===== config.mk =====
export PLATFORM = sky130hd
export DESIGN_NAME = dma_burst_seg
export DESIGN_NICKNAME = d
export VERILOG_FILES = /design/src/rtl/dma_seg_pkg.sv /design/src/rtl/dma_seg_rst_sync.sv /design/src/rtl/dma_seg_burst_calc.sv /design/src/rtl/dma_seg_fifo.sv /design/src/rtl/dma_burst_seg.sv
export SDC_FILE = /design/constraint.sdc
export NUM_CORES = 1
export LEC_CHECK = 0
export ABC_AREA = 1
export BUFFER_PORTS_ARGS = -buffer_cell sky130_fd_sc_hd__buf_2
export CAP_MARGIN = 20
export CORE_AREA = 3 3 243 245
export DETAILED_ROUTE_END_ITERATION = 8
export DIE_AREA = 0 0 246 248
export PLACE_DENSITY = 0.75
export RECOVER_POWER = 50
export SYNTH_ARGS = -nofsm -noshare
export SYNTH_HDL_FRONTEND = slang
export SYNTH_SLANG_ARGS = --single-unit
export TNS_END_PERCENT = 100

===== constraint.sdc =====
create_clock -name clk -period 4.5 [get_ports clk]
set_input_delay 0.675 -clock clk [delete_from_list [all_inputs] [get_ports clk]]
set_output_delay 0.675 -clock clk [all_outputs]
set_load 0.01 [all_outputs]

===== src/rtl/dma_seg_pkg.sv =====
package dma_seg_pkg;
  // size codes on the bsize_code input
  typedef enum logic [1:0] {
    BSZ_ONE   = 2'd0,
    BSZ_TWO   = 2'd1,
    BSZ_FOUR  = 2'd2,
    BSZ_EIGHT = 2'd3
  } bsize_e;

  localparam int SIDE_RD = 0;
  localparam int SIDE_WR = 1;

  // bursts only for four or eight words with the FIFO enabled
  function automatic int unsigned eff_burst(input logic [1:0] code, input logic en);
    if (en && (code == BSZ_FOUR || code == BSZ_EIGHT))
      return 32'd1 << code;
    return 32'd1;
  endfunction
endpackage


===== src/rtl/dma_seg_rst_sync.sv =====
module dma_seg_rst_sync (
  input  logic clk,
  input  logic rst_n,
  output logic rst_n_s
);
  logic meta_q;

  always_ff @(posedge clk or negedge rst_n) begin
    if (!rst_n) begin
      meta_q  <= 1'b0;
      rst_n_s <= 1'b0;
    end else begin
      meta_q  <= 1'b1;
      rst_n_s <= meta_q;
    end
  end
endmodule


===== src/rtl/dma_seg_burst_calc.sv =====
// Burst length for one side: alignment or line limit, then remaining words.
module dma_seg_burst_calc #(
  parameter int DW_W     = 29,
  parameter int LEN_W    = 16,
  parameter int CNT_W    = 4,
  parameter int BOUND_DW = 32
) (
  input  logic [DW_W-1:0]  addr_dw,
  input  logic [LEN_W-1:0] left,
  input  logic [CNT_W-1:0] bsz,
  input  logic             mode,
  output logic [CNT_W-1:0] cnt
);
  localparam int BW  = $clog2(BOUND_DW) + 1;
  localparam int OFW = BW - 1;

  logic [CNT_W-1:0] off_b, lim_align, lim_line, lim;
  logic [BW-1:0]    to_line;

  always_comb begin
    off_b     = addr_dw[CNT_W-1:0] & (bsz - CNT_W'(1));
    lim_align = bsz - off_b;
    to_line   = BW'(BOUND_DW) - {1'b0, addr_dw[OFW-1:0]};
    lim_line  = (to_line < BW'(bsz)) ? to_line[CNT_W-1:0] : bsz;
    lim       = mode ? lim_line : lim_align;
    cnt       = (left < LEN_W'(lim)) ? left[CNT_W-1:0] : lim;
  end
endmodule


===== src/rtl/dma_seg_fifo.sv =====
module dma_seg_fifo #(
  parameter int DEPTH = 8,
  parameter int WIDTH = 64
) (
  input  logic                       clk,
  input  logic                       rst_n,
  input  logic                       push,
  input  logic [WIDTH-1:0]           push_data,
  input  logic                       pop,
  output logic [WIDTH-1:0]           pop_data,
  output logic [$clog2(DEPTH+1)-1:0] count
);
  localparam int PTR_W = $clog2(DEPTH);
  localparam int CW    = $clog2(DEPTH+1);

  logic [WIDTH-1:0] mem [DEPTH];
  logic [PTR_W-1:0] wptr_q, wptr_n, rptr_q, rptr_n;
  logic [CW-1:0]    cnt_q, cnt_n;

  always_comb begin
    wptr_n = push ? wptr_q + PTR_W'(1) : wptr_q;
    rptr_n = pop  ? rptr_q + PTR_W'(1) : rptr_q;
    cnt_n  = cnt_q + CW'(push) - CW'(pop);
  end

  always_ff @(posedge clk or negedge rst_n) begin
    if (!rst_n) begin
      wptr_q <= '0;
      rptr_q <= '0;
      cnt_q  <= '0;
    end else begin
      wptr_q <= wptr_n;
      rptr_q <= rptr_n;
      cnt_q  <= cnt_n;
    end
  end

  always_ff @(posedge clk) begin
    if (push) mem[wptr_q] <= push_data;
  end

  assign pop_data = mem[rptr_q];
  assign count    = cnt_q;
endmodule


===== src/rtl/dma_burst_seg.sv =====
module dma_burst_seg #(
  parameter int ADDR_W     = 32,
  parameter int LEN_W      = 16,
  parameter int DATA_W     = 64,
  parameter int FIFO_DEPTH = 8,
  parameter int BOUND_DW   = 32
) (
  input  logic                               clk,
  input  logic                               rst_n,
  input  logic                               start,
  input  logic [ADDR_W-1:0]                  src_addr,
  input  logic [ADDR_W-1:0]                  dst_addr,
  input  logic [LEN_W-1:0]                   len_dw,
  input  logic [1:0]                         bsize_code,
  input  logic                               fifo_en,
  input  logic                               size_mode,
  output logic                               busy,
  output logic                               done,
  output logic                               err,
  output logic                               req_valid,
  input  logic                               req_ready,
  output logic                               req_wr,
  output logic [ADDR_W-1:0]                  req_addr,
  output logic [$clog2(FIFO_DEPTH+1)-1:0]    req_cnt,
  input  logic                               fill_valid,
  input  logic [DATA_W-1:0]                  fill_data,
  output logic                               drain_valid,
  input  logic                               drain_ready,
  output logic [DATA_W-1:0]                  drain_data
);
  import dma_seg_pkg::*;

  localparam int DW_W  = ADDR_W - 3;
  localparam int CNT_W = $clog2(FIFO_DEPTH+1);
  localparam int SUM_W = CNT_W + 2;

  logic rst_n_s;

  // control state
  logic             busy_q, busy_n, done_q, done_n, err_q, err_n;
  logic             mode_q, mode_n;
  logic [CNT_W-1:0] bsz_q, bsz_n;
  logic [DW_W-1:0]  rd_dw_q, rd_dw_n, wr_dw_q, wr_dw_n;
  logic [LEN_W-1:0] rd_left_q, rd_left_n, wr_left_q, wr_left_n;
  logic [CNT_W-1:0] rd_pend_q, rd_pend_n, wr_pend_q, wr_pend_n;
  // request register
  logic              req_valid_q, req_valid_n, req_wr_q, req_wr_n;
  logic [ADDR_W-1:0] req_addr_q, req_addr_n;
  logic [CNT_W-1:0]  req_cnt_q, req_cnt_n;

  logic [CNT_W-1:0] occ;
  logic [DW_W-1:0]  side_dw   [2];
  logic [LEN_W-1:0] side_left [2];
  logic [CNT_W-1:0] side_cnt  [2];

  logic             hs, fill_acc, drain_fire, bad_req;
  logic             can_wr, rd_full_fit, rd_trim, can_rd, all_clear;
  logic [SUM_W-1:0] room;
  logic [CNT_W-1:0] rd_cnt_eff;

  dma_seg_rst_sync u_rst (.clk(clk), .rst_n(rst_n), .rst_n_s(rst_n_s));

  assign side_dw[SIDE_RD]   = rd_dw_q;
  assign side_dw[SIDE_WR]   = wr_dw_q;
  assign side_left[SIDE_RD] = rd_left_q;
  assign side_left[SIDE_WR] = wr_left_q;

  for (genvar s = 0; s < 2; s++) begin : g_side
    dma_seg_burst_calc #(
      .DW_W(DW_W), .LEN_W(LEN_W), .CNT_W(CNT_W), .BOUND_DW(BOUND_DW)
    ) u_calc (
      .addr_dw(side_dw[s]),
      .left   (side_left[s]),
      .bsz    (bsz_q),
      .mode   (mode_q),
      .cnt    (side_cnt[s])
    );
  end

  assign hs         = req_valid_q && req_ready;
  assign fill_acc   = fill_valid && (rd_pend_q != '0);
  assign drain_fire = drain_ready && (wr_pend_q != '0);

  dma_seg_fifo #(.DEPTH(FIFO_DEPTH), .WIDTH(DATA_W)) u_fifo (
    .clk      (clk),
    .rst_n    (rst_n_s),
    .push     (fill_acc),
    .push_data(fill_data),
    .pop      (drain_fire),
    .pop_data (drain_data),
    .count    (occ)
  );

  // issue conditions
  always_comb begin
    bad_req     = (src_addr[2:0] != 3'd0) || (dst_addr[2:0] != 3'd0) || (len_dw == '0);
    room        = SUM_W'(FIFO_DEPTH) - SUM_W'(occ) - SUM_W'(rd_pend_q);
    can_wr      = (wr_left_q != '0) && ((occ - wr_pend_q) >= side_cnt[SIDE_WR]);
    rd_full_fit = (rd_left_q != '0) && (SUM_W'(side_cnt[SIDE_RD]) <= room);
    rd_trim     = (rd_left_q != '0) && !can_wr && (rd_pend_q == '0) && (room != '0);
    can_rd      = rd_full_fit || rd_trim;
    rd_cnt_eff  = rd_full_fit ? side_cnt[SIDE_RD] : room[CNT_W-1:0];
    all_clear   = (rd_left_q == '0) && (wr_left_q == '0) && (rd_pend_q == '0) &&
                  (wr_pend_q == '0) && (occ == '0);
  end

  // next state
  always_comb begin
    busy_n      = busy_q;
    done_n      = 1'b0;
    err_n       = 1'b0;
    mode_n      = mode_q;
    bsz_n       = bsz_q;
    rd_dw_n     = rd_dw_q;
    wr_dw_n     = wr_dw_q;
    rd_left_n   = rd_left_q;
    wr_left_n   = wr_left_q;
    req_valid_n = req_valid_q;
    req_wr_n    = req_wr_q;
    req_addr_n  = req_addr_q;
    req_cnt_n   = req_cnt_q;
    rd_pend_n   = rd_pend_q + ((hs && !req_wr_q) ? req_cnt_q : '0) - CNT_W'(fill_acc);
    wr_pend_n   = wr_pend_q + ((hs &&  req_wr_q) ? req_cnt_q : '0) - CNT_W'(drain_fire);

    if (!busy_q) begin
      if (start) begin
        if (bad_req) begin
          err_n = 1'b1;
        end else begin
          busy_n    = 1'b1;
          mode_n    = size_mode;
          bsz_n     = CNT_W'(eff_burst(bsize_code, fifo_en));
          rd_dw_n   = src_addr[ADDR_W-1:3];
          wr_dw_n   = dst_addr[ADDR_W-1:3];
          rd_left_n = len_dw;
          wr_left_n = len_dw;
        end
      end
    end else if (hs) begin
      req_valid_n = 1'b0;
      if (req_wr_q) begin
        wr_dw_n   = wr_dw_q + DW_W'(req_cnt_q);
        wr_left_n = wr_left_q - LEN_W'(req_cnt_q);
      end else begin
        rd_dw_n   = rd_dw_q + DW_W'(req_cnt_q);
        rd_left_n = rd_left_q - LEN_W'(req_cnt_q);
      end
    end else if (!req_valid_q) begin
      if (can_wr) begin
        req_valid_n = 1'b1;
        req_wr_n    = 1'b1;
        req_addr_n  = {wr_dw_q, 3'b000};
        req_cnt_n   = side_cnt[SIDE_WR];
      end else if (can_rd) begin
        req_valid_n = 1'b1;
        req_wr_n    = 1'b0;
        req_addr_n  = {rd_dw_q, 3'b000};
        req_cnt_n   = rd_cnt_eff;
      end else if (all_clear) begin
        busy_n = 1'b0;
        done_n = 1'b1;
      end
    end
  end

  // registers
  always_ff @(posedge clk or negedge rst_n_s) begin
    if (!rst_n_s) begin
      busy_q      <= 1'b0;
      done_q      <= 1'b0;
      err_q       <= 1'b0;
      mode_q      <= 1'b0;
      bsz_q       <= '0;
      rd_dw_q     <= '0;
      wr_dw_q     <= '0;
      rd_left_q   <= '0;
      wr_left_q   <= '0;
      rd_pend_q   <= '0;
      wr_pend_q   <= '0;
      req_valid_q <= 1'b0;
      req_wr_q    <= 1'b0;
      req_addr_q  <= '0;
      req_cnt_q   <= '0;
    end else begin
      busy_q      <= busy_n;
      done_q      <= done_n;
      err_q       <= err_n;
      mode_q      <= mode_n;
      bsz_q       <= bsz_n;
      rd_dw_q     <= rd_dw_n;
      wr_dw_q     <= wr_dw_n;
      rd_left_q   <= rd_left_n;
      wr_left_q   <= wr_left_n;
      rd_pend_q   <= rd_pend_n;
      wr_pend_q   <= wr_pend_n;
      req_valid_q <= req_valid_n;
      req_wr_q    <= req_wr_n;
      req_addr_q  <= req_addr_n;
      req_cnt_q   <= req_cnt_n;
    end
  end

  assign busy        = busy_q;
  assign done        = done_q;
  assign err         = err_q;
  assign req_valid   = req_valid_q;
  assign req_wr      = req_wr_q;
  assign req_addr    = req_addr_q;
  assign req_cnt     = req_cnt_q;
  assign drain_valid = (wr_pend_q != '0);
endmodule


==> impl_results.rst, run 1 <==
.. list-table::
   :header-rows: 1

   * - Metric
     - Value
   * - Outcome
     - finished with violations
   * - Violations in the final reports
     - max-capacitance violations, max-slew violations, negative setup slack
   * - Buffers added on ports
     - roughly 260
   * - DRC violation total after the first TritonRoute iteration
     - 2162
   * - Vert. Die Dim
     - around 250 um
   * - Root Buffer Master
     - sky130_fd_sc_hd__clkbuf_16
   * - Number of ports placed on the die boundary
     - 260
   * - Post-DP Area
     - approximately 0.033 mm^2
   * - Wire length of the first global-routing pass
     - ~120000 um
   * - Data arrival at the endpoint of the critical path
     - roughly 5 ns
   * - Slowest cell delay on critical path
     - 0.38 ns
   * - Setup clock skew after layout
     - about 0.035 ns
   * - Drc violations
     - 0
   * - Final Hold Slack
     - 0.263 ns
   * - Post-layout nets
     - between 3000 and 4000
   * - X dimension of the die
     - ~250 um
   * - Avg WL per Cell
     - 20.3 um
   * - Maximum number of pins on one net before global-route repair
     - 130
   * - Part of the total power dissipated in the clock network
     - between 20% and 30%
   * - Clock buffer count from CTS
     - about 70
   * - CTS Buffer Depth
     - 3
   * - Die Outline Area
     - roughly 0.061 mm^2
   * - Antenna Violating Nets Remaining
     - 0
   * - Power per standard cell area
     - between 700 and 800 mW/mm^2
   * - Final estimated routing congestion in global placement
     - ~0.94
   * - Maximum clock frequency
     - 221 MHz
   * - Net switching power
     - 11.2 mW
   * - Category of the worst setup path capture point
     - register
   * - Post-synthesis cell area
     - ~0.031 mm^2
   * - Placed instance count
     - slightly below 4000
   * - Clk pin slew, worst setup/hold paths
     - around 0.060 ns
   * - Total wire length
     - between 80000 and 90000 um
   * - Combinational share of power
     - roughly 45%
   * - Via density per instance
     - just under 6
   * - Unique masters post-synth
     - 60
   * - Initial core utilization
     - ~53%
   * - Synth-to-Final Area Change
     - 16.3%
   * - Number of synthesized register bits
     - 665
   * - Final cell area excluding filler cells
     - 0.0356 mm^2
   * - CTS tree
     - built
   * - Overall fraction of global-route tracks in use
     - about a quarter
   * - Clock latency reported for the late side of the worst-skew pair
     - between 0.6 and 0.7 ns
   * - Placement Rows
     - a little under 90
   * - Top area cells in the synthesized netlist
     - sky130_fd_sc_hd__edfxtp_1, sky130_fd_sc_hd__dfrtp_1, sky130_fd_sc_hd__nor2_1
   * - Number of synthesis warnings
     - 0
   * - Total number of vias
     - ~23000
   * - Leakage
     - 13.5 nW
   * - Sequential element share of the synthesized area
     - between 60% and 70%
   * - Final Hold Viols
     - 0
   * - Most numerous cell in the Yosys netlist
     - sky130_fd_sc_hd__nor2_1
   * - Master of the slowest instance on the critical path
     - sky130_fd_sc_hd__dfrtp_1
   * - Number of synthesized flops with an enable pin
     - just over 500
   * - Global-route congestion overflow total
     - 0
   * - Final core utilization
     - 62.1%
   * - Startpoint type of the worst setup path
     - register
   * - Required time reported for the critical path endpoint
     - around 5 ns
   * - Slew at the pin closest to its max-slew limit
     - about 1.8 ns
   * - Main synth FF type
     - sky130_fd_sc_hd__edfxtp_1
   * - Post-route non-filler standard cell count
     - between 4000 and 5000
   * - Path class of the lowest-slack min-delay path
     - in -> reg
   * - Number of standard cells after synthesis
     - between 2000 and 3000
   * - Relative contribution of sequential cells to total power
     - ~34%
   * - Share of layout cells above drive strength 1
     - between 10% and 20%
   * - Final count of negative-setup-slack endpoints
     - 14
   * - Maximum fanout along the worst path
     - 15
   * - Setup repair after global routing missed its margin
     - yes
   * - Mean Syn Cell Area
     - around 11 um^2
   * - # Max-Cap Violations
     - 1
   * - Antenna violations before repair
     - 6
   * - Final worst path period need
     - between 4 and 5 ns
   * - TritonCTS Sinks
     - 665
   * - Buffer and inverter count on the worst path
     - 8
   * - Internal Dissipation
     - ~16 mW
   * - Part of the cycle the worst path needs
     - 101%
   * - CTS HTree Levels
     - 3
   * - CP top delay family
     - simple AND/OR/NAND/NOR gates
   * - Fillers
     - around 4500
   * - Critical path class
     - reg -> reg
   * - Switching share of power
     - roughly two fifths
   * - CP most frequent cell
     - sky130_fd_sc_hd__nand2_1
   * - Fin. max-slew vios
     - 69
   * - HPWL reported at the end of detailed placement
     - 49400 um
   * - Biggest area consumer among synthesized cells
     - sky130_fd_sc_hd__edfxtp_1
   * - Detailed-router iteration count before antenna repair
     - 5
   * - Core Footprint
     - 0.0574 mm^2
   * - Peak ir drop on the vdd network
     - about 0.46 mV
   * - Slack of the critical path
     - -0.0242 ns
   * - Proportion of synthesized flip-flops having asynchronous set or reset
     - between 20% and 30%
   * - Commonest cells in the netlist
     - sky130_fd_sc_hd__nor2_1, sky130_fd_sc_hd__edfxtp_1, sky130_fd_sc_hd__o21ai_0
   * - Setup slack on the worst flop-to-flop path
     - -0.02 ns
   * - Final-layout setup total negative slack
     - -0.116 ns
   * - Worst slew margin relative to its limit
     - -19.8%
   * - Vias in the first global route
     - about 22000
   * - Fraction of synthesized cell area taken by the top area cell type
     - between 50 and 60%
## per-layer routing
layer,vias to the layer above,GRT usage [%],share of wire [%]
met5,-,0,0.074
met4,8,7.71,2.4
met2,903,42.9,49
li1,10766,-,-
met1,11306,34.0,40
met3,144,5.72,8.0
## registers in the layout, summed over array words and instances, names as in the netlist, 3 cells and up
register	count
req_addr	29
u_fifo.wptr_q	3
u_fifo.mem	512
bsz_q	4
wr_left_q	16
req_cnt	4
rd_dw_q	29
rd_left_q	16
u_fifo.count	4
u_fifo.rptr_q	3
wr_dw_q	29
rd_pend_q	4
wr_pend_q	4
## cells by family after synthesis
group,Yosys count,share of synthesized area (%)
AO/OA/AOI/OAI,689,13.2
XOR/XNOR,50,1.43
adder cells (fa/ha/maj),79,3.45
buffers and inverters,337,4.46
flip-flops,665,62.7
multiplexers,1,0.0367
other,2,0.0245
AND/OR/NAND/NOR,1092,14.7
## power groups by stage
stage	combinational [mW]	sequential, mW	clock (mW)
6_report	12.2	9.13	5.82
5_1_grt	13.6	9.25	6.15
4_1_cts	11.3	9.08	5.90
3_5_place_dp	11.2	9.18	0
3_3_place_gp	10.8	9.14	0
2_1_floorplan	7.69	8.96	0
## cell usage in the layout, fill, tap and decap left out, types with 16 or more instances in the layout
master	instances
sky130_fd_sc_hd__nor2_4	19
sky130_fd_sc_hd__o22ai_2	28
sky130_fd_sc_hd__nand2_1	284
sky130_fd_sc_hd__o21ai_0	368
sky130_fd_sc_hd__a31oi_1	89
sky130_fd_sc_hd__clkbuf_1	112
sky130_fd_sc_hd__inv_1	169
sky130_fd_sc_hd__dfrtp_1	150
sky130_fd_sc_hd__buf_2	163
sky130_fd_sc_hd__o22ai_1	75
sky130_fd_sc_hd__xor2_1	32
sky130_fd_sc_hd__nand4_1	17
sky130_fd_sc_hd__nor2_1	608
sky130_fd_sc_hd__nand3_1	69
sky130_fd_sc_hd__a21oi_1	58
sky130_fd_sc_hd__nor3_1	18
sky130_fd_sc_hd__clkbuf_16	77
sky130_fd_sc_hd__edfxtp_1	512
sky130_fd_sc_hd__ha_1	66
sky130_fd_sc_hd__o211ai_1	22
sky130_fd_sc_hd__nor4_1	23
sky130_fd_sc_hd__buf_4	53
sky130_fd_sc_hd__inv_2	16
## worst reg2reg max path, delay by kind of cell (launching register included)
kind / cells / cell delay, ns
simple gates: 12 / 1.16
xor+xnor: 1 / 0.13
buf+inv: 8 / 0.78
compound gates: 6 / 0.87
fa+ha+maj: 4 / 1.06
flops: 1 / 0.38
## final cells by class
cell class | count | area [um^2] | area share, %
well taps | 765 | 957 | 2.69
repair buffers | 336 | 2010 | 5.65
inverters | 189 | 722 | 2.03
clock buffers | 95 | 1950 | 5.47
diodes | 2 | 5.00 | 0.0140
multi-input cells | 1915 | 10400 | 29.2
clock inverters | 34 | 389 | 1.09
flip-flops and latches | 665 | 19200 | 53.9
## per-stage QoR
stage	power (mW)	worst slack (ns)
finish	27.1	-0.0242
global route	29.0	-0.293
CTS	26.3	0.0320
detailed placement	20.4	-0.0625
global placement	20.0	0.0670
floorplan	16.6	-0.0502
## timing repair
item                                    4_1_cts  5_1_grt
hold buffers                                  1        0
pin swaps                                     1       18
gates cloned                                  0        5
buffers inserted                              1       12
endpoints found under the hold margin         2        0
endpoints found under the setup margin       31       35
gates resized for setup                       5       63
## final timing paths
path / from / to / cells after the start
min: bsize_code[0] / bsz_q[2] / 2
min in group asynchronous: rst_n / u_rst.meta_q / 2
min reg2reg: u_rst.meta_q / u_rst.rst_n_s / 0
max in group asynchronous: u_rst.rst_n_s / u_fifo.rptr_q[1] / 1
max: wr_dw_q[1] / req_addr[28] / 31
max reg2reg: wr_dw_q[1] / req_addr[28] / 31
(Power assumes the default switching activity.)
==> run 2, diff against run 1 <==
--- a/config.mk
+++ b/config.mk
@@ -5,13 +5,13 @@
 export SDC_FILE = /design/constraint.sdc
 export NUM_CORES = 1
 export LEC_CHECK = 0
-export ABC_AREA = 1
+export ABC_AREA = 0
 export BUFFER_PORTS_ARGS = -buffer_cell sky130_fd_sc_hd__buf_2
 export CAP_MARGIN = 20
-export CORE_AREA = 3 3 243 245
+export CORE_AREA = 3 3 239 241
 export DETAILED_ROUTE_END_ITERATION = 8
-export DIE_AREA = 0 0 246 248
-export PLACE_DENSITY = 0.75
+export DIE_AREA = 0 0 242 244
+export PLACE_DENSITY_LB_ADDON = 0.2
 export RECOVER_POWER = 50
 export SYNTH_ARGS = -nofsm -noshare
 export SYNTH_HDL_FRONTEND = slang
==> run 2 against run 1 <==
Compared with the run above: cell area fell by 1.5%; count of clock-buffer cells in the layout is 5 lower; clock skew is 0.0094 ns lower; sequential share of layout area grew 0.83 points; maximum frequency shrank 14%; register-to-register slack got worse by 0.73 ns; critical path type unchanged; non-clock buffer count up 56; utilization is 1.6 points higher; largest power group unchanged; first-iteration DRC count is 25% lower; highest routed layer unchanged; the run still ends with max-capacitance violations, max-slew violations, negative setup slack left; flip-flop and latch count unchanged; synthesized cell count is 33% lower; total power decreased by 1.9%.
==> impl_results.rst, run 2 <==
.. list-table::
   :header-rows: 1

   * - Metric
     - Value
   * - Clk pin slew, worst setup/hold paths
     - 0.06 ns (about the same)
   * - Initial core utilization
     - 54.0% (+0.58 points)
   * - Worst Hold End
     - bsz_q[0]
   * - Fraction of synthesized cell area taken by the top area cell type
     - 51.7% (+1.5 points)
   * - Path class of the lowest-slack min-delay path
     - in -> reg
   * - Root Buffer Master
     - sky130_fd_sc_hd__clkbuf_16
   * - Drc violations
     - 0 (unchanged)
   * - Commonest cells in the netlist
     - sky130_fd_sc_hd__edfxtp_1, sky130_fd_sc_hd__dfrtp_1, sky130_fd_sc_hd__nand2_1
   * - CTS Buffer Depth
     - 3 (unchanged)
   * - Maximum number of pins on one net before global-route repair
     - 117 (-10%)
   * - Main synth FF type
     - sky130_fd_sc_hd__edfxtp_1
   * - Multi-input logic area
     - 0.0101 mm^2 (-3.1%)
   * - Antenna violations before repair
     - 7 (+1)
   * - Peak ir drop on the vdd network
     - 0.535 mV (+17%)
   * - Die Outline Area
     - 0.0590 mm^2 (-3.2%)
   * - Most frequent standard cell in the layout excluding fill and tap cells
     - sky130_fd_sc_hd__edfxtp_1
   * - TritonCTS Sinks
     - 665 (unchanged)
   * - # Max-Cap Violations
     - 3 (+2)
   * - Overall fraction of global-route tracks in use
     - 25.4% (-0.32 points)
   * - Final Hold Viols
     - 0 (unchanged)
   * - Number of synthesis warnings
     - 0 (unchanged)
   * - Avg WL per Cell
     - 23.8 um (+17%)
   * - Mean Syn Cell Area
     - 15.2 um^2 (+45%)
   * - Setup slack on the worst flop-to-flop path
     - -0.76 ns (-0.73 ns)
   * - Setup Slack @ Placement
     - -0.958 ns (-0.896 ns)
   * - Commonest non-fill, non-tap cells in the layout
     - sky130_fd_sc_hd__edfxtp_1, sky130_fd_sc_hd__buf_2, sky130_fd_sc_hd__dfrtp_1
   * - Required time reported for the critical path endpoint
     - 5.03 ns (+0.05 ns)
   * - Final cell area excluding filler cells
     - 0.0351 mm^2 (-1.5%)
   * - Detailed-router iteration count before antenna repair
     - 5 (unchanged)
   * - Startpoint type of the worst setup path
     - register
   * - Most numerous cell in the Yosys netlist
     - sky130_fd_sc_hd__edfxtp_1
   * - Number of synthesized register bits
     - 665 (unchanged)
   * - Number of standard cells after synthesis
     - 1952 (-33%)
   * - Wire length of the first global-routing pass
     - 115000 um (-6.1%)
   * - Sequential element share of the synthesized area
     - 64.5% (+1.9 points)
   * - Slack of the critical path
     - -0.755 ns (-0.731 ns)
   * - Final worst path period need
     - 5.26 ns (+0.731 ns)
   * - Data arrival at the endpoint of the critical path
     - 5.78 ns (+0.77 ns)
   * - Setup clock skew after layout
     - 0.0257 ns (-0.00941 ns)
   * - Clock buffer count from CTS
     - 70 (-2.8%)
   * - X dimension of the die
     - 242 um (-1.6%)
   * - CTS tree
     - built
   * - Share of layout cells above drive strength 1
     - 27.6% (+13 points)
   * - Via density per instance
     - 6.00 (+3.9%)
   * - Total number of vias
     - 18754 (-19%)
   * - Final estimated routing congestion in global placement
     - 0.907 (-3.3%)
   * - Placement Rows
     - 86 (-2.3%)
   * - Core Footprint
     - 0.0551 mm^2 (-4.0%)
   * - Power per standard cell area
     - 757 mW/mm^2 (-0.43%)
   * - Biggest area consumer among synthesized cells
     - sky130_fd_sc_hd__edfxtp_1
   * - Proportion of synthesized flip-flops having asynchronous set or reset
     - 23.0% (unchanged)
   * - Reg2Reg Capture Point
     - req_cnt[3]
   * - Final core utilization
     - 63.7% (+1.6 points)
   * - Global-route congestion overflow total
     - 0 (unchanged)
   * - Slew at the pin closest to its max-slew limit
     - 2.29 ns (+0.492 ns)
   * - Outcome
     - finished with violations
   * - Post-DP Area
     - 0.0327 mm^2 (-0.68%)
   * - Number of ports placed on the die boundary
     - 260 (unchanged)
   * - Setup repair after global routing missed its margin
     - yes
   * - Vias in the first global route
     - 19475 (-11%)
   * - Placed instance count
     - 2977 (-23%)
   * - Maximum fanout along the worst path
     - 4 (-11)
   * - Critical path class
     - reg -> reg
   * - DRC violation total after the first TritonRoute iteration
     - 1624 (-25%)
   * - Maximum clock frequency
     - 190 MHz (-14%)
   * - Reg2Reg Launch Point
     - rd_dw_q[0]
   * - Launch instance of the worst min-delay path
     - bsize_code[1]
   * - Post-synthesis cell area
     - 0.0298 mm^2 (-2.9%)
   * - Largest register FFs
     - 512 (unchanged)
   * - Fin. max-slew vios
     - 191 (+180%)
   * - Category of the worst setup path capture point
     - register
   * - Leakage
     - 12.7 nW (-5.6%)
   * - CTS HTree Levels
     - 3 (unchanged)
   * - Total wire length
     - 74300 um (-8.4%)
   * - Unique masters post-synth
     - 76 (+27%)
   * - Final count of negative-setup-slack endpoints
     - 35 (+21)
   * - Sequential cell area
     - 0.0192 mm^2 (about the same)
   * - Clock latency reported for the late side of the worst-skew pair
     - 0.61 ns (-0.02 ns)
   * - Buffers added on ports
     - 256 (unchanged)
   * - Register with the most flip-flops
     - u_fifo.mem
   * - Number of instances on the worst hold path
     - 2 (unchanged)
   * - Worst reg-to-reg path cell count
     - 24 (-23%)
   * - Post-route non-filler standard cell count
     - 3124 (-22%)
   * - Pwr Total
     - 26.6 mW (-1.9%)
   * - Part of the cycle the worst path needs
     - 117% (+16 points)
   * - Top area cells in the synthesized netlist
     - sky130_fd_sc_hd__edfxtp_1, sky130_fd_sc_hd__dfrtp_1, sky130_fd_sc_hd__mux4_2
   * - Vert. Die Dim
     - 244 um (-1.6%)
   * - Worst slew margin relative to its limit
     - -52.6% (-33 points)
   * - Violations in the final reports
     - max-capacitance violations, max-slew violations, negative setup slack
   * - Fillers
     - 4118 (-9.0%)
   * - Post-layout nets
     - 2555 (-25%)
   * - Antenna Violating Nets Remaining
     - 0 (unchanged)
   * - Number of synthesized flops with an enable pin
     - 512 (unchanged)
   * - Synth-to-Final Area Change
     - 18.0%
   * - HPWL reported at the end of detailed placement
     - 47200 um (-4.4%)
## run 2: cell count changes in the layout (fill, tap and decap cells not counted), moves of 27 or more
| cell | previous run | this run |
|---|---|---|
| sky130_fd_sc_hd__o22ai_2 | 28 | 0 |
| sky130_fd_sc_hd__mux2i_1 | 0 | 52 |
| sky130_fd_sc_hd__inv_1 | 169 | 66 |
| sky130_fd_sc_hd__buf_4 | 53 | 118 |
| sky130_fd_sc_hd__a21oi_1 | 58 | 85 |
| sky130_fd_sc_hd__nor2_1 | 608 | 83 |
| sky130_fd_sc_hd__o22ai_1 | 75 | 41 |
| sky130_fd_sc_hd__nand2_1 | 284 | 139 |
| sky130_fd_sc_hd__mux4_2 | 0 | 128 |
| sky130_fd_sc_hd__mux2_2 | 1 | 66 |
| sky130_fd_sc_hd__o21ai_0 | 368 | 57 |
| sky130_fd_sc_hd__a31oi_1 | 89 | 6 |
## run 2: worst max-delay path, stage by stage (launching register included)
cell and delay (ns):
sky130_fd_sc_hd__dfrtp_1 0.40, sky130_fd_sc_hd__inv_4 0.05, sky130_fd_sc_hd__ha_4 0.16, sky130_fd_sc_hd__xnor2_2 0.13, sky130_fd_sc_hd__ha_1 0.30, sky130_fd_sc_hd__a21o_1 0.17, sky130_fd_sc_hd__a31oi_2 0.18, sky130_fd_sc_hd__o211a_1 0.23
sky130_fd_sc_hd__mux2i_1 0.20, sky130_fd_sc_hd__o221a_2 0.26, sky130_fd_sc_hd__ha_4 0.21, sky130_fd_sc_hd__a211o_1 0.31, sky130_fd_sc_hd__or3_4 0.34, sky130_fd_sc_hd__o31ai_4 0.28, sky130_fd_sc_hd__mux2i_1 0.28, sky130_fd_sc_hd__inv_1 0.07
sky130_fd_sc_hd__ha_1 0.29, sky130_fd_sc_hd__nand2_1 0.06, sky130_fd_sc_hd__o21ai_2 0.14, sky130_fd_sc_hd__a311oi_2 0.11, sky130_fd_sc_hd__buf_4 0.18, sky130_fd_sc_hd__buf_4 0.13, sky130_fd_sc_hd__or4_1 0.47, sky130_fd_sc_hd__o41a_1 0.14
sky130_fd_sc_hd__o221ai_2 0.07
## run 2: kinds of logic (layout without fill, tap and decap cells)
| family | count (synthesis) | count (layout) | synth area share, % |
|---|---|---|---|
| buffers and inverters | 167 | 586 | 2.23 |
| AND/OR/NAND/NOR | 418 | 418 | 6.86 |
| XOR/XNOR | 32 | 32 | 0.942 |
| AO/OA/AOI/OAI | 339 | 339 | 7.72 |
| multiplexers | 250 | 250 | 14.1 |
| other | 2 | 7 | 0.0252 |
| flip-flops | 665 | 665 | 64.5 |
| adder cells (fa/ha/maj) | 79 | 79 | 3.55 |
## run 2: worst max-delay path by stage
stage                from                to  slack (ns)
2_1_floorplan  fill_valid  u_fifo.mem[6][0]       -1.90
3_3_place_gp   rd_dw_q[0]       req_addr[3]       -0.83
3_5_place_dp   rd_dw_q[0]      req_addr[22]       -0.96
4_1_cts        rd_dw_q[0]        req_cnt[3]       -0.68
5_1_grt        rd_dw_q[0]        req_cnt[3]       -1.03
6_report       rd_dw_q[0]        req_cnt[3]       -0.76
## run 2: layout make-up
| type | count | share of cell area [%] |
|---|---|---|
| timing repair buffer | 392 | 6.64 |
| clock buffer | 90 | 5.29 |
| tap | 748 | 2.67 |
| multi-input combinational | 1122 | 28.7 |
| antenna | 3 | 0.0214 |
| clock inverter | 33 | 1.19 |
| inverter | 71 | 0.766 |
| sequential | 665 | 54.7 |
## run 2: where the power goes
part	switching (mW)	internal [mW]	total (mW)
registers	1.29	7.96	9.25
logic	5.85	5.76	11.6
clock network	2.37	3.35	5.72
## run 2: timing repair
item | CTS | global route
gates resized for setup | 15 | 0
hold buffers | 1 | 0
buffers inserted | 13 | 3
hold endpoints to repair | 2 | 0
cloned | 3 | 0
pin swaps | 11 | 2
setup endpoints to repair | 35 | 35
## run 2: routing by layer
metal,up-vias,global-route usage [%],wire length [um]
met2,690,42.2,36800
met3,171,6.20,5660
li1,8387,-,-
met1,9498,32.7,28900
met5,-,1.06,126
met4,8,9.60,2770
## run 2: per-stage QoR
step                setup TNS (ns)  hold WS [ns]
global route                -34.09         0.273
detailed placement          -31.60         0.336
finish                      -24.04         0.280
CTS                         -21.74         0.247
floorplan                  -587.52         0.331
global placement            -26.96         0.340
==> run 3, diff against run 2 <==
--- a/config.mk
+++ b/config.mk
@@ -8,11 +8,13 @@
 export ABC_AREA = 0
 export BUFFER_PORTS_ARGS = -buffer_cell sky130_fd_sc_hd__buf_2
 export CAP_MARGIN = 20
-export CORE_AREA = 3 3 239 241
+export CELL_PAD_IN_SITES_DETAIL_PLACEMENT = 1
+export CELL_PAD_IN_SITES_GLOBAL_PLACEMENT = 2
+export CORE_AREA = 2 2 280 282
 export DETAILED_ROUTE_END_ITERATION = 8
-export DIE_AREA = 0 0 242 244
+export DIE_AREA = 0 0 282 284
 export PLACE_DENSITY_LB_ADDON = 0.2
-export RECOVER_POWER = 50
+export RECOVER_POWER = 25
 export SYNTH_ARGS = -nofsm -noshare
 export SYNTH_HDL_FRONTEND = slang
 export SYNTH_SLANG_ARGS = --single-unit
==> run 3 against run 2 <==
Compared with the run above: the run ends with negative setup slack left; via count is 0.39% lower; final cell count is 10% higher; flip-flop and latch count did not move; die area grew 36%; wire length rose by 14%; cell area grew 2.7%; clock skew is 0.0037 ns higher; register-to-register slack worse by 0.17 ns; critical path type unchanged; highest routed layer unchanged.
==> impl_results.rst, run 3 (same netlist as run 2, synthesis figures left out) <==
.. list-table::
   :header-rows: 1

   * - Metric
     - Value
   * - Setup Slack @ Placement
     - -0.992 ns (-0.0337 ns)
   * - Largest register FFs
     - 512 (unchanged)
   * - Core Footprint
     - 0.0770 mm^2 (+40%)
   * - Final cell area excluding filler cells
     - 0.0361 mm^2 (+2.7%)
   * - CP most frequent cell
     - sky130_fd_sc_hd__ha_4
   * - Die Outline Area
     - 0.0801 mm^2 (+36%)
   * - Buffer and inverter count on the worst path
     - 5 (+1)
   * - Number of instances on the worst hold path
     - 3 (+1)
   * - Avg WL per Cell
     - 24.5 um (+3.0%)
   * - Final worst path period need
     - 5.42 ns (+0.170 ns)
   * - Drc violations
     - 0 (unchanged)
   * - DRC violation total after the first TritonRoute iteration
     - 1001 (-38%)
   * - Reg2Reg Launch Point
     - rd_dw_q[0]
   * - Slack of the critical path
     - -0.925 ns (-0.170 ns)
   * - Final Hold Slack
     - 0.330 ns (+0.0492 ns)
   * - Antenna violations before repair
     - 17 (+10)
   * - Startpoint type of the worst setup path
     - register
   * - Worst reg-to-reg path cell count
     - 25 (+4.2%)
   * - Most frequent standard cell in the layout excluding fill and tap cells
     - sky130_fd_sc_hd__edfxtp_1
   * - Maximum fanout along the worst path
     - 8 (+4)
   * - Worst Hold End
     - rd_dw_q[5]
   * - CTS HTree Levels
     - 3 (unchanged)
   * - X dimension of the die
     - 282 um (+17%)
   * - Antenna Violating Nets Remaining
     - 0 (unchanged)
   * - TritonCTS Sinks
     - 665 (unchanged)
   * - CP top delay family
     - compound AO/OA/AOI/OAI gates
   * - Final count of negative-setup-slack endpoints
     - 35 (unchanged)
   * - Synth-to-Final Area Change
     - 21.2%
   * - Register with the most flip-flops
     - u_fifo.mem
   * - Fin. max-slew vios
     - 0 (-100%)
   * - Data arrival at the endpoint of the critical path
     - 5.93 ns (+0.15 ns)
   * - Buffers added on ports
     - 256 (unchanged)
   * - Final estimated routing congestion in global placement
     - 0.872 (-3.9%)
   * - Clock buffer count from CTS
     - 74 (+5.7%)
   * - Path class of the lowest-slack min-delay path
     - in -> reg
   * - Overall fraction of global-route tracks in use
     - 21.4% (-4.1 points)
   * - # Max-Cap Violations
     - 0 (-3)
   * - Setup repair after global routing missed its margin
     - yes
   * - Total wire length
     - 84400 um (+14%)
   * - Required time reported for the critical path endpoint
     - 5.01 ns (-0.02 ns)
   * - HPWL reported at the end of detailed placement
     - 55600 um (+18%)
   * - Setup slack on the worst flop-to-flop path
     - -0.92 ns (-0.17 ns)
   * - Slew at the pin closest to its max-slew limit
     - 1.03 ns (-1.26 ns)
   * - Master of the slowest instance on the critical path
     - sky130_fd_sc_hd__dfrtp_1
   * - CTS tree
     - built
   * - Initial core utilization
     - 38.7% (-15 points)
   * - Part of the cycle the worst path needs
     - 121% (+3.8 points)
   * - Leakage
     - 13.1 nW (+2.9%)
   * - Vert. Die Dim
     - 284 um (+16%)
   * - Worst slew margin relative to its limit
     - 30.9% (+83 points)
   * - Placement Rows
     - 102 (+19%)
   * - CTS Buffer Depth
     - 3 (unchanged)
   * - Power per standard cell area
     - 768 mW/mm^2 (+1.4%)
   * - Number of ports placed on the die boundary
     - 260 (unchanged)
   * - Critical path class
     - reg -> reg
   * - Detailed-router iteration count before antenna repair
     - 7 (+2)
   * - Vias in the first global route
     - 20514 (+5.3%)
   * - Post-layout nets
     - 2576 (+0.82%)
   * - Maximum clock frequency
     - 184 MHz (-3.1%)
   * - Reg2Reg Capture Point
     - req_addr[8]
   * - Violations in the final reports
     - negative setup slack
   * - Launch instance of the worst min-delay path
     - src_addr[8]
   * - Setup clock skew after layout
     - 0.0294 ns (+0.00372 ns)
   * - Maximum number of pins on one net before global-route repair
     - 65 (-44%)
   * - Global-route congestion overflow total
     - 0 (unchanged)
   * - Share of layout cells above drive strength 1
     - 30.4% (+2.9 points)
   * - Clk pin slew, worst setup/hold paths
     - 0.06 ns (about the same)
   * - Root Buffer Master
     - sky130_fd_sc_hd__clkbuf_16
   * - Post-DP Area
     - 0.0333 mm^2 (+1.8%)
   * - Final Hold Viols
     - 0 (unchanged)
   * - Clock latency reported for the late side of the worst-skew pair
     - 0.62 ns (about the same)
   * - Peak ir drop on the vdd network
     - 0.457 mV (-15%)
   * - Slowest cell delay on critical path
     - 0.39 ns (-0.08 ns)
   * - Outcome
     - finished with violations
   * - Commonest non-fill, non-tap cells in the layout
     - sky130_fd_sc_hd__edfxtp_1, sky130_fd_sc_hd__buf_2, sky130_fd_sc_hd__dfrtp_1
   * - Total number of vias
     - 18680 (-0.39%)
   * - Wire length of the first global-routing pass
     - 129000 um (+12%)
   * - Category of the worst setup path capture point
     - register
   * - Via density per instance
     - 5.42 (-9.8%)
   * - Fillers
     - 7745 (+88%)
run 3: changes by cell type in the layout (fill, tap and decap cells not counted), sizes merged:
cell and change:
buf +58, bufinv +2, clkbuf -36, clkinv +3, clkinvlp -2, diode +4, inv +3
run 3: stage by stage:
step / cells / total power [mW] / TNS [ns] / utilization (%)
after floorplan: 1954 / 16.4 / -587.52 / -
after global placement: 3284 / 20.6 / -28.21 / 43.3
after detailed placement: 3285 / 21.0 / -33.32 / 43.3
after CTS: 3438 / 27.8 / -26.19 / 46.8
after global routing: 3444 / 29.4 / -37.52 / 46.9
final: 3448 / 27.7 / -30.83 / 46.9
run 3: worst register-to-register path: cells and delay by family, from the launching register on:
family | cells | cell delay, ns
mux | 2 | 0.52
xor+xnor | 1 | 0.13
compound gates | 12 | 2.34
buf+inv | 5 | 0.73
simple gates | 1 | 0.35
flops | 1 | 0.39
fa+ha+maj | 4 | 0.88
run 3: worst max path at each step:
| stage | from | to | cells past startpoint | slack [ns] |
|---|---|---|---|---|
| after floorplan | fill_valid | u_fifo.mem[6][0] | 4 | -1.90 |
| after global placement | rd_dw_q[0] | req_addr[12] | 23 | -0.83 |
| after detailed placement | rd_dw_q[0] | req_addr[13] | 23 | -0.99 |
| after CTS | rd_dw_q[0] | req_addr[4] | 24 | -0.78 |
| after global routing | rd_dw_q[0] | req_addr[6] | 25 | -1.11 |
| final | rd_dw_q[0] | req_addr[8] | 25 | -0.92 |
run 3: report_power, final:
| group | switching [mW] | total, mW | internal, mW | leakage [nW] |
|---|---|---|---|---|
| Clock | 2.53 | 6.17 | 3.65 | 1.21 |
| Combinational | 6.25 | 12.3 | 6.08 | 5.38 |
| Sequential | 1.24 | 9.20 | 7.96 | 6.51 |
| Total | 10.0 | 27.7 | 17.7 | 13.1 |
run 3: cell type report:
cell class	instances	area [um^2]	share of cell area (%)
Timing Repair Buffer	409	2660	7.36
Inverter	71	269	0.746
Clock buffer	95	1970	5.46
Antenna cell	7	17.5	0.0486
Clock inverter	39	497	1.38
Tap cell	1040	1300	3.61
Sequential cell	665	19200	53.3
Multi-Input combinational cell	1122	10100	28.1
run 3: repair_timing:
action,CTS,global route
setup buffers,17,2
gates resized for setup,15,10
gates cloned,1,1
hold buffers,1,0
setup endpoints to repair,35,35
pin swaps,18,3
endpoints found under the hold margin,2,0
run 3: per-layer routing:
| metal | routed length (um) | vias to the layer above | global-route usage [%] |
|---|---|---|---|
| met1 | 36300 | 9684 | 28.0 |
| met4 | 2170 | 14 | 6.14 |
| met5 | 84 | - | 0 |
| met3 | 3830 | 141 | 3.80 |
| li1 | - | 8433 | - |
| met2 | 42000 | 408 | 36.2 |
